**src/rtl/i2cs_status_pkg.sv**
```systemverilog
`timescale 1ns/1ps
package i2cs_status_pkg;
  localparam int unsigned FLAG_CNT = 5;
  localparam int unsigned BIT_ETX  = 0;
  localparam int unsigned BIT_TUNF = 1;
  localparam int unsigned BIT_TREQ = 2;
  localparam int unsigned BIT_RREQ = 3;
  localparam int unsigned BIT_ROVF = 4;

  typedef struct packed {
    logic rx_ovf;
    logic rx_req;
    logic tx_req;
    logic tx_unf;
    logic etx;
  } flags_t;
endpackage

```
**src/rtl/i2cs_rx_flags.sv**
```systemverilog
`timescale 1ns/1ps
module i2cs_rx_flags (
  input  logic clk,
  input  logic rst,
  input  logic rx_push,
  input  logic rx_full,
  input  logic rx_fifo_empty,
  output logic rx_ovf,
  output logic rx_req
);
  always_ff @(posedge clk) begin
    if (rst) begin
      rx_ovf <= 1'b0;
      rx_req <= 1'b0;
    end else begin
      rx_ovf <= rx_push & rx_full;
      rx_req <= ~rx_fifo_empty;
    end
  end

  AST_OVF_ON_FULL_PUSH: assert property (@(posedge clk) disable iff (rst)
    (rx_push && rx_full) |=> rx_ovf);
  AST_OVF_CLEARS: assert property (@(posedge clk) disable iff (rst)
    !(rx_push && rx_full) |=> !rx_ovf);
  AST_RXREQ_FOLLOWS: assert property (@(posedge clk) disable iff (rst)
    !rx_fifo_empty |=> rx_req);
endmodule

```
**src/rtl/i2cs_tx_flags.sv**
```systemverilog
`timescale 1ns/1ps
module i2cs_tx_flags (
  input  logic clk,
  input  logic rst,
  input  logic addr_match,
  input  logic addr_rw,
  input  logic scl_rise_dir,
  input  logic scl_fall_dir,
  input  logic xfer_end,
  input  logic tx_pop,
  input  logic tx_fifo_empty,
  input  logic status_rd,
  input  logic early_tx_en,
  output logic tx_req,
  output logic tx_unf,
  output logic etx
);
  logic matched_q;
  logic is_read_q;
  logic etx_done_q;
  logic rd_xfer;
  logic wr_xfer;
  logic req_edge;
  logic etx_fire;

  assign rd_xfer  = matched_q & is_read_q;
  assign wr_xfer  = matched_q & ~is_read_q;
  assign req_edge = early_tx_en ? scl_rise_dir : scl_fall_dir;
  assign etx_fire = wr_xfer & scl_rise_dir & ~etx_done_q;

  // transfer tracking
  always_ff @(posedge clk) begin
    if (rst) begin
      matched_q <= 1'b0;
      is_read_q <= 1'b0;
    end else if (xfer_end) begin
      matched_q <= 1'b0;
      is_read_q <= 1'b0;
    end else if (addr_match) begin
      matched_q <= 1'b1;
      is_read_q <= addr_rw;
    end
  end

  // transmit request and underflow
  always_ff @(posedge clk) begin
    if (rst) begin
      tx_req <= 1'b0;
      tx_unf <= 1'b0;
    end else if (xfer_end) begin
      tx_req <= 1'b0;
      tx_unf <= 1'b0;
    end else begin
      if (rd_xfer && req_edge)
        tx_req <= 1'b1;
      if (rd_xfer && (scl_rise_dir || tx_pop) && tx_fifo_empty)
        tx_unf <= 1'b1;
    end
  end

  // early transmit flag and its once-per-transfer latch
  always_ff @(posedge clk) begin
    if (rst) begin
      etx        <= 1'b0;
      etx_done_q <= 1'b0;
    end else begin
      if (xfer_end)
        etx_done_q <= 1'b0;
      else if (early_tx_en && etx_fire)
        etx_done_q <= 1'b1;

      if (!early_tx_en)
        etx <= tx_fifo_empty;
      else if (etx_fire && !xfer_end)
        etx <= 1'b1;
      else if (status_rd)
        etx <= 1'b0;
    end
  end

  AST_TXREQ_LATE: assert property (@(posedge clk) disable iff (rst)
    (rd_xfer && !early_tx_en && scl_fall_dir && !xfer_end) |=> tx_req);
  AST_TXREQ_EARLY: assert property (@(posedge clk) disable iff (rst)
    (rd_xfer && early_tx_en && scl_rise_dir && !xfer_end) |=> tx_req);
  AST_UNDERFLOW: assert property (@(posedge clk) disable iff (rst)
    (rd_xfer && scl_rise_dir && tx_fifo_empty && !xfer_end) |=> tx_unf);
  AST_ETX_FOLLOW: assert property (@(posedge clk) disable iff (rst)
    !early_tx_en |=> (etx == $past(tx_fifo_empty)));
  AST_ETX_READ_CLR: assert property (@(posedge clk) disable iff (rst)
    (early_tx_en && status_rd && !scl_rise_dir) |=> !etx);
  AST_END_CLEARS: assert property (@(posedge clk) disable iff (rst)
    xfer_end |=> (!tx_req && !tx_unf && !matched_q));
endmodule

```
**src/rtl/i2cs_irq_gen.sv**
```systemverilog
`timescale 1ns/1ps
module i2cs_irq_gen (
  input  logic clk,
  input  logic rst,
  input  logic rx_req,
  input  logic tx_req,
  input  logic rx_irq_en,
  input  logic tx_irq_en,
  output logic irq
);
  always_ff @(posedge clk) begin
    if (rst) irq <= 1'b0;
    else     irq <= (rx_req & rx_irq_en) | (tx_req & tx_irq_en);
  end

  AST_IRQ_MASKED: assert property (@(posedge clk) disable iff (rst)
    (!rx_irq_en && !tx_irq_en) |=> !irq);
  AST_IRQ_RX: assert property (@(posedge clk) disable iff (rst)
    (rx_req && rx_irq_en) |=> irq);
endmodule

```
**src/rtl/i2cs_status_top.sv**
```systemverilog
`timescale 1ns/1ps
module i2cs_status_top #(
  parameter int unsigned STATUS_W = 8
) (
  input  logic                clk,
  input  logic                rst,
  input  logic                addr_match,
  input  logic                addr_rw,
  input  logic                scl_rise_dir,
  input  logic                scl_fall_dir,
  input  logic                xfer_end,
  input  logic                rx_push,
  input  logic                tx_pop,
  input  logic                rx_full,
  input  logic                rx_fifo_empty,
  input  logic                tx_fifo_empty,
  input  logic                status_rd,
  input  logic                early_tx_en,
  input  logic                rx_irq_en,
  input  logic                tx_irq_en,
  output logic [STATUS_W-1:0] status,
  output logic                irq
);
  import i2cs_status_pkg::*;

  localparam int unsigned PAD_W = STATUS_W - FLAG_CNT;

  flags_t fl;

  i2cs_rx_flags u_rx (
    .clk(clk), .rst(rst), .rx_push(rx_push), .rx_full(rx_full),
    .rx_fifo_empty(rx_fifo_empty), .rx_ovf(fl.rx_ovf), .rx_req(fl.rx_req)
  );

  i2cs_tx_flags u_tx (
    .clk(clk), .rst(rst), .addr_match(addr_match), .addr_rw(addr_rw),
    .scl_rise_dir(scl_rise_dir), .scl_fall_dir(scl_fall_dir),
    .xfer_end(xfer_end), .tx_pop(tx_pop), .tx_fifo_empty(tx_fifo_empty),
    .status_rd(status_rd), .early_tx_en(early_tx_en),
    .tx_req(fl.tx_req), .tx_unf(fl.tx_unf), .etx(fl.etx)
  );

  i2cs_irq_gen u_irq (
    .clk(clk), .rst(rst), .rx_req(fl.rx_req), .tx_req(fl.tx_req),
    .rx_irq_en(rx_irq_en), .tx_irq_en(tx_irq_en), .irq(irq)
  );

  always_comb begin
    status = '0;
    status[BIT_ROVF] = fl.rx_ovf;
    status[BIT_RREQ] = fl.rx_req;
    status[BIT_TREQ] = fl.tx_req;
    status[BIT_TUNF] = fl.tx_unf;
    status[BIT_ETX]  = fl.etx;
  end

  generate
    if (PAD_W > 0) begin : g_pad_chk
      AST_PAD_ZERO: assert property (@(posedge clk)
        status[STATUS_W-1:FLAG_CNT] == '0);
    end
  endgenerate
endmodule

```
**config.mk**
```make
export PLATFORM = sky130hd
export DESIGN_NAME = i2cs_status_top
export DESIGN_NICKNAME = d
export VERILOG_FILES = /design/src/rtl/i2cs_status_pkg.sv /design/src/rtl/i2cs_rx_flags.sv /design/src/rtl/i2cs_tx_flags.sv /design/src/rtl/i2cs_irq_gen.sv /design/src/rtl/i2cs_status_top.sv
export SDC_FILE = /design/constraint.sdc
export NUM_CORES = 1
export LEC_CHECK = 0
export BUFFER_PORTS_ARGS = -buffer_cell sky130_fd_sc_hd__clkbuf_2
export CORE_AREA = 2 2 39 41
export DETAILED_ROUTE_END_ITERATION = 10
export DIE_AREA = 0 0 41 43
export SYNTH_ARGS = -nofsm -noshare
export SYNTH_HDL_FRONTEND = slang
export SYNTH_SLANG_ARGS = --single-unit
export TNS_END_PERCENT = 1
```
**constraint.sdc**
```tcl
create_clock -name clk -period 1.9 [get_ports clk]
set_clock_uncertainty 0.1 [all_clocks]
set_input_delay 0.19 -clock clk [delete_from_list [all_inputs] [get_ports clk]]
set_output_delay 0.19 -clock clk [all_outputs]
set_load 0.05 [all_outputs]
```
Yosys cells after proc, flatten, opt, wreduce, memory -nomap -nowiden
Cells that the tools add are included.
Word-level totals
  flip-flop bits (word level): 9
  logic and storage cells: 33
  input port bits: 16
  output and inout bits: 9
Operators by class
  bitwise logic cells: 11
  equal/unequal tests: 1
  reductions and logical operators: 8
  multiplexer cells: 4
Operator list (count)
  AND 1 bit: 7
  logical AND 1 bit: 5
  2-to-1 mux 1 bit: 4
  != test 3 x 2 -> 1 bit, second input constant: 1
  NOT 1 bit: 3
  OR reduction 2 bit: 1
  zero test 1 bit: 1
  logical OR 1 bit: 1
  bitwise OR 1 bit: 1

Logic depth before layout (Yosys ltp)
Gate-level depths: netlist of run 1.
  word-level depth: 7
  gate-level depth with buffers: 3
  gate-level depth less buffers: 3

Hierarchy
From an unflattened synthesis of run 1, not the netlist that was laid out.
Second synthesis, totals
  cell total of the unflattened synthesis: 34
  area, all modules: 341.6 µm²
Modules (own cells, without submodules)
  i2cs_tx_flags: cells an instance 23, instances 1, area each 231.5 µm², sequential area each 120.1 µm²
  i2cs_rx_flags: cells an instance 4, instances 1, area each 52.6 µm², sequential area each 40.0 µm²
  i2cs_irq_gen: cells an instance 3, instances 1, area each 31.3 µm², sequential area each 20.0 µm²
  i2cs_status_top: cells an instance 4, instances 1, area each 26.3 µm², sequential area each 0.0 µm²

Worst setup path before layout of run 1
OpenSTA, ideal clock, no wires.
  path type: flip-flop to flip-flop
  from: register u_tx.is_read_q
  to: register u_tx.etx
  path buffers: 0
  slack: 0.807 ns
  arrival: 0.919 ns
  library setup time: 0.074 ns
  required time: 1.726 ns
  stages on the path, launching flop included: 4
  clock period less this slack: 1.093 ns
  cells stage by stage: dfxtp_1 -> nand4b_1 -> or3_1 -> a31oi_1
Between the ends
  word-level cells in the longest chain between the ends: 7
  elaborated cells on any way between the ends: 8
  those cells by class: 1 x eq/ne; 2 x mux; 4 x bitwise; 1 x reduce/logical
Ends and longest elaborated chain
  start: declaration: line i2cs_tx_flags.sv:19  | logic is_read_q;
  start signal: assignment: line i2cs_tx_flags.sv:41  | is_read_q <= addr_rw;
  NOT 1 bit (*): line i2cs_tx_flags.sv:27  | assign wr_xfer = matched_q & ~is_read_q;
  AND 1 bit (*): line i2cs_tx_flags.sv:27
  AND 1 bit (*) (2 in series): line i2cs_tx_flags.sv:29  | assign etx_fire = wr_xfer & scl_rise_dir & ~etx_done_q;
  logical AND 1 bit (*): line i2cs_tx_flags.sv:74  | else if (etx_fire && !xfer_end)
  2-to-1 mux 1 bit: line i2cs_tx_flags.sv:74
  2-to-1 mux 1 bit: line i2cs_tx_flags.sv:72  | if (!early_tx_en)
  end signal: assignment: line i2cs_tx_flags.sv:73  | etx <= tx_fifo_empty;
  end: declaration: line i2cs_tx_flags.sv:16  | output logic etx
Mark *: on every way between the ends. The rest lies on a longest branch, timed or not.
A chain may end at the register's enable or synchronous reset.

Worst setup path after layout of run 1
  from: register u_tx.tx_req
  to: output port status[2]
RTL lines
  start: declaration: line i2cs_tx_flags.sv:14  | output logic tx_req,
  start signal: assignment: line i2cs_tx_flags.sv:48  | tx_req <= 1'b0;
  start signal: assignment: line i2cs_tx_flags.sv:51  | tx_req <= 1'b0;
  start signal: assignment: line i2cs_tx_flags.sv:55  | tx_req <= 1'b1;
  end: declaration: line i2cs_status_top.sv:21  | output logic [STATUS_W-1:0] status,
No word-level cell between the ends.

==> results of run 1 <==
## cell type report
type / instances / area, µm² / area share, %
Clock buffer: 4 / 26.3 / 5.38
Inverter: 1 / 3.75 / 0.769
Multi-Input combinational cell: 24 / 143 / 29.2
Sequential cell: 9 / 180 / 36.9
Tap cell: 16 / 20.0 / 4.10
Timing Repair Buffer: 22 / 115 / 23.6
## path summary, 6_finish.rpt
kind | start | end | slack, ns | cells after the start
setup / recovery | u_tx.tx_req | status[2] | 0.73 | 1
hold / removal | rx_full | u_rx.rx_ovf | 0.03 | 3
setup reg to reg | u_tx.is_read_q | u_tx.etx | 0.73 | 3
hold reg to reg | u_tx.etx_done_q | u_tx.etx_done_q | 0.36 | 2
## timing repair
action                                 CTS  global route
endpoints found under the hold margin    1             0
setup endpoints to repair                0             0
hold buffers                             1             0
buffers inserted                         0             0
## power groups by stage
| stage | clock network (W) | logic (W) | registers, W |
|---|---|---|---|
| floorplan | 0 | 0.0000480 | 0.000203 |
| global placement | 0 | 0.0000618 | 0.000201 |
| detailed placement | 0 | 0.0000614 | 0.000202 |
| CTS | 0.000148 | 0.0000634 | 0.000197 |
| global route | 0.000161 | 0.0000687 | 0.000198 |
| finish | 0.000144 | 0.0000633 | 0.000197 |
## placed cells by master, fill, tap and decap left out
cell,count
clkbuf_2,21
nor3_1,4
a211oi_1,1
mux2i_1,1
nand4b_1,1
or3_1,1
conb_1,3
inv_1,1
nor2_1,4
dlygate4sd3_1,1
dfxtp_1,9
nand2_1,1
or2b_1,1
o21a_1,1
clkbuf_1,1
a31oi_1,3
mux2_2,1
a22oi_1,1
clkbuf_4,3
nand3b_1,1
## Yosys cell counts (3+ instances only)
cell type	instances
buf_4	8
nor2_1	4
nor3_1	4
a31oi_1	3
dfxtp_1	9
## cell families after synthesis
| kind of cell | Yosys count | synth area share (%) |
|---|---|---|
| mux | 2 | 5.45 |
| other cells | 1 | 0.961 |
| buf+inv | 10 | 19.2 |
| compound gates | 6 | 10.6 |
| flops | 9 | 46.2 |
| simple gates | 13 | 17.6 |
## per-stage QoR
step	hold WS, ns	instance area [µm²]	std cells
floorplan	0.157	398	43
global placement	0.242	452	71
detailed placement	0.243	452	71
CTS	0.0278	488	76
global route	0.0565	488	76
finish	0.0310	488	76
## metal layers
metal  GRT usage (%)  vias up
li1                -      172
met1            13.0      135
met2            12.5       15
met3            3.66        2
met4            10.0        0
met5               0        -
==> flow_summary.json, run 1 <==
{
  "synth_flop_cell": "dfxtp_1",
  "p_leak_nw": 0.228,
  "die_w_um": 41,
  "layout_setup_ws_ns": 0.727,
  "fin_crit_sh_pct": 61.8,
  "dieArea_um2": 1760,
  "ioPinCount": 25,
  "clkPwrFrac_pct": 35.5,
  "ys_types": 18,
  "first_pass_iters": 4,
  "drv_slew": 0,
  "io_buffers": 21,
  "cpMaxStageDelayCell": "dfxtp_1",
  "seq_area_frac_synth_pct": 46.2,
  "synth_top_cell_by_area": "dfxtp_1",
  "setup_viol_count_final": 0,
  "drive_gt1_share_pct": 41.7,
  "htreeDepth": 1,
  "ir_drop_mv": 0.326,
  "top_layer_used": "met4",
  "yosys_warnings": 0,
  "drt_iter0_drc": 4,
  "numCtsBuffers": 3,
  "die_h_um": 43,
  "synth_edf_count": 0,
  "synth_top_area_share_pct": 46.2,
  "place_ws_ns": 0.750,
  "grt_first_pass_wirelength_um": 1180,
  "switching_share_pct": 26.5,
  "post_cts_resized": 0,
  "clock-sinks": 9,
  "avgSynthCellArea_um2": 9.52,
  "drc_errors": 0,
  "drv_cap": 0,
  "synthCells": 41,
  "grt_pass1_vias": 278,
  "ant_nets": 0,
  "gp_congestion": 0.674,
  "critical_path.top_delay_family": "flip-flops",
  "p_per_area_nw_per_um2": 829,
  "cts_root_buf": "clkbuf_4",
  "dp_hpwl_um": 557,
  "final_nets": 77,
  "cts_tree": "done",
  "clockBufferDepth": 2,
  "clk_latency_ns": 0.25,
  "crit_fanout": 3,
  "fin_tns_setup_ns": 0,
  "routed-wl-met3_um": 76,
  "finalHoldViolations": 0,
  "slowest_delay_ns": 0.35,
  "switchingPower_w": 0.000107,
  "worstSetupEndpointType": "primary output",
  "intPower_w": 0.000297,
  "crit_chain": "clkbuf_2",
  "dr_wl_met2_um": 281,
  "crit_arrival_ns": 0.88,
  "vias": 324,
  "async_reset_ff_share_pct": 0,
  "post_drt_wl_per_cell_um": 9.43,
  "cp.buffers_inverters": 1,
  "core_area_um2": 1380,
  "grt_overflow_total": 0,
  "clkSlewWorstSetupHoldPaths_ns": 0.06,
  "antenna_found_initial": 0,
  "diodes": 0,
  "synth_area_um2": 390,
  "synthToLayoutAreaGrowth_pct": 25.0,
  "startpoint_type": "flip-flop",
  "rsz0062_at_grt": "no",
  "met1_length_um": 336,
  "status": "complete, no violations",
  "power_frac_seq_pct": 48.8,
  "n_fill_cell": 152,
  "synth-seq-cells": 9,
  "min_path_type": "input port to flip-flop",
  "max_freq_mhz": 852,
  "required_ns": 1.61,
  "fin_util_pct": 35.3,
  "viasPerCell": 4.26,
  "grt_use_total_pct": 10.3,
  "start_util_pct": 28.2,
  "finalPower_w": 0.000404,
  "pwr-share-comb_pct": 15.7,
  "grt_max_degree": 10,
  "synthTopCellsByArea": "dfxtp_1 46%, buf_4 15%, nor3_1 5.1%",
  "fin_crit_ns": 1.17,
  "rows": 14,
  "routed_wl_um": 717,
  "crit_type": "flip-flop to primary output"
}
Note: power is estimated with default switching activity, not from simulation.
==> inputs of run 2 (changes only) <==
==> constraint.sdc (replaced) <==
create_clock -name clk -period 1.2 [get_ports clk]
set_clock_uncertainty 0.1 [all_clocks]
set_input_delay 0.12 -clock clk [delete_from_list [all_inputs] [get_ports clk]]
set_output_delay 0.12 -clock clk [all_outputs]
set_load 0.05 [all_outputs]
==> run 2 against run 1 <==
Sequential power increased by 59%. Non-clock buffer count increased by 2. Routed wire length increased by 8.8%. First-iteration DRC count increased by 130%. Count of clock-buffer cells in the layout unchanged. Clock power increased by 60%. Hold slack got worse by 0.023 ns. Global-route usage decreased by 0.60 points. Utilization increased by 1.6 points. Register-to-register slack got worse by 0.67 ns. Flip-flop and latch count unchanged. Critical path type is now flip-flop to flip-flop. Critical endpoint is now u_tx.etx. Highest routed layer is now met3.
==> flow_summary.json, run 2 (synthesized netlist as in run 1, its figures left out) <==
{
  "setup_viol_count_final": 0,
  "fin_tns_setup_ns": 0,
  "post_cts_buffers": 0,
  "cpMaxStageDelayCell": "dfxtp_2",
  "start_util_pct": 28.2,
  "diodes": 0,
  "critical_path.top_delay_family": "simple AND/OR/NAND/NOR gates",
  "routed_wl_um": 780,
  "final_nets": 79,
  "startpoint_type": "flip-flop",
  "clock-sinks": 9,
  "gp_congestion": 0.673,
  "ant_nets": 0,
  "rows": 14,
  "switching_share_pct": 26.7,
  "cts_tree": "done",
  "drive_gt1_share_pct": 43.5,
  "crit_fanout": 4,
  "clkSlewWorstSetupHoldPaths_ns": 0.06,
  "power_frac_seq_pct": 48.3,
  "fin_crit_sh_pct": 95.2,
  "crit_chain": "nand4b_1 > or3_1 > a31oi_1",
  "ir_drop_mv": 0.516,
  "viasPerCell": 4.31,
  "core_area_um2": 1380,
  "dp_hpwl_um": 567,
  "grt_pass1_vias": 250,
  "rsz0062_at_grt": "yes",
  "pwr-share-comb_pct": 16.3,
  "crit_type": "flip-flop to flip-flop",
  "postPlaceCellArea_um2": 452,
  "cp.buffers_inverters": 0,
  "clkPwrFrac_pct": 35.4,
  "htreeDepth": 1,
  "numCtsBuffers": 3,
  "grt_overflow_total": 0,
  "final_cells": 78,
  "finalHoldViolations": 0,
  "finalPower_w": 0.000649,
  "fin_crit_ns": 1.14,
  "drv_slew": 0,
  "fin_util_pct": 36.9,
  "io_buffers": 21,
  "ioPinCount": 25,
  "intPower_w": 0.000475,
  "clk_latency_ns": 0.25,
  "postLayoutCellArea_um2": 510,
  "switchingPower_w": 0.000174,
  "die_w_um": 41,
  "cts_root_buf": "clkbuf_4",
  "worstHoldPathCells": 3,
  "dp_cells": 71,
  "min_path_type": "input port to flip-flop",
  "drc_errors": 0,
  "crit_cells": 3,
  "crit_arrival_ns": 1.23,
  "worstRegToRegCells": 3,
  "p_leak_nw": 0.237,
  "first_pass_iters": 4,
  "required_ns": 1.28,
  "p_per_area_nw_per_um2": 1270,
  "vias": 336,
  "grt_max_degree": 10,
  "grt_use_total_pct": 9.67,
  "max_freq_mhz": 876,
  "die_h_um": 43,
  "grt_first_pass_wirelength_um": 1150,
  "drv_cap": 0,
  "drt_iter0_drc": 9,
  "mostFrequentLayoutCells": "21 x clkbuf_2, 7 x dfxtp_1, 4 x nor3_1, 4 x nor2_1",
  "dieArea_um2": 1760,
  "slowest_delay_ns": 0.33,
  "worstSetupEndpointType": "flip-flop",
  "post_drt_wl_per_cell_um": 10.0,
  "final_common_cell": "clkbuf_2",
  "clockBufferDepth": 2,
  "antenna_found_initial": 0,
  "synthToLayoutAreaGrowth_pct": 30.8,
  "status": "complete, no violations"
}
==> run 2: path summary, 6_finish.rpt <==
kind | slack, ns | from | end
setup / recovery | 0.06 | u_tx.is_read_q | u_tx.etx
hold reg to reg | 0.35 | u_tx.etx_done_q | u_tx.etx_done_q
hold / removal | 0.008 | tx_irq_en | u_irq.irq
setup reg to reg | 0.06 | u_tx.is_read_q | u_tx.etx
==> run 2: worst min-delay path: cells and delay by family <==
family | cells | cell delay [ns]
buffers and inverters | 1 | 0.08
and+or+nand+nor | 1 | 0.08
AOI/OAI and AO/OA | 1 | 0.05
==> run 2: power groups by stage <==
stage	registers [W]	clock network, W	logic (W)
3_3_place_gp	0.000319	0	0.0000982
6_report	0.000313	0.000230	0.000106
3_5_place_dp	0.000319	0	0.0000974
4_1_cts	0.000313	0.000236	0.000105
5_1_grt	0.000314	0.000252	0.000114
2_1_floorplan	0.000322	0	0.0000761
==> run 2: cell type report <==
class / instances / area (µm²)
fillers: 149 / 873
flip-flops and latches: 9 / 183
multi-input cells: 24 / 143
repair buffers: 24 / 135
clock buffers: 4 / 26.3
well taps: 16 / 20.0
inverters: 1 / 3.75
==> run 2: metal layers <==
| layer | vias to the layer above | global-route usage, % | wire, µm |
|---|---|---|---|
| li1 | 174 | - | - |
| met1 | 142 | 13.6 | 368 |
| met2 | 20 | 12.2 | 340 |
| met3 | 0 | 4.71 | 71 |
| met4 | 0 | 4.00 | 0 |
| met5 | - | 0 | 0 |
==> run 2: repair_timing <==
item / CTS / global route
hold endpoints to repair: 2 / 0
hold buffers: 3 / 0
endpoints found under the setup margin: 0 / 1
resized for setup: 0 / 2
==> run 2: through the flow <==
stage / hold slack (ns) / setup slack (ns)
global placement: 0.173 / 0.0807
floorplan: 0.0867 / 0.107
CTS: 0.00128 / 0.0466
global route: 0.0111 / -0.00142
finish: 0.00846 / 0.0578
detailed placement: 0.173 / 0.0680
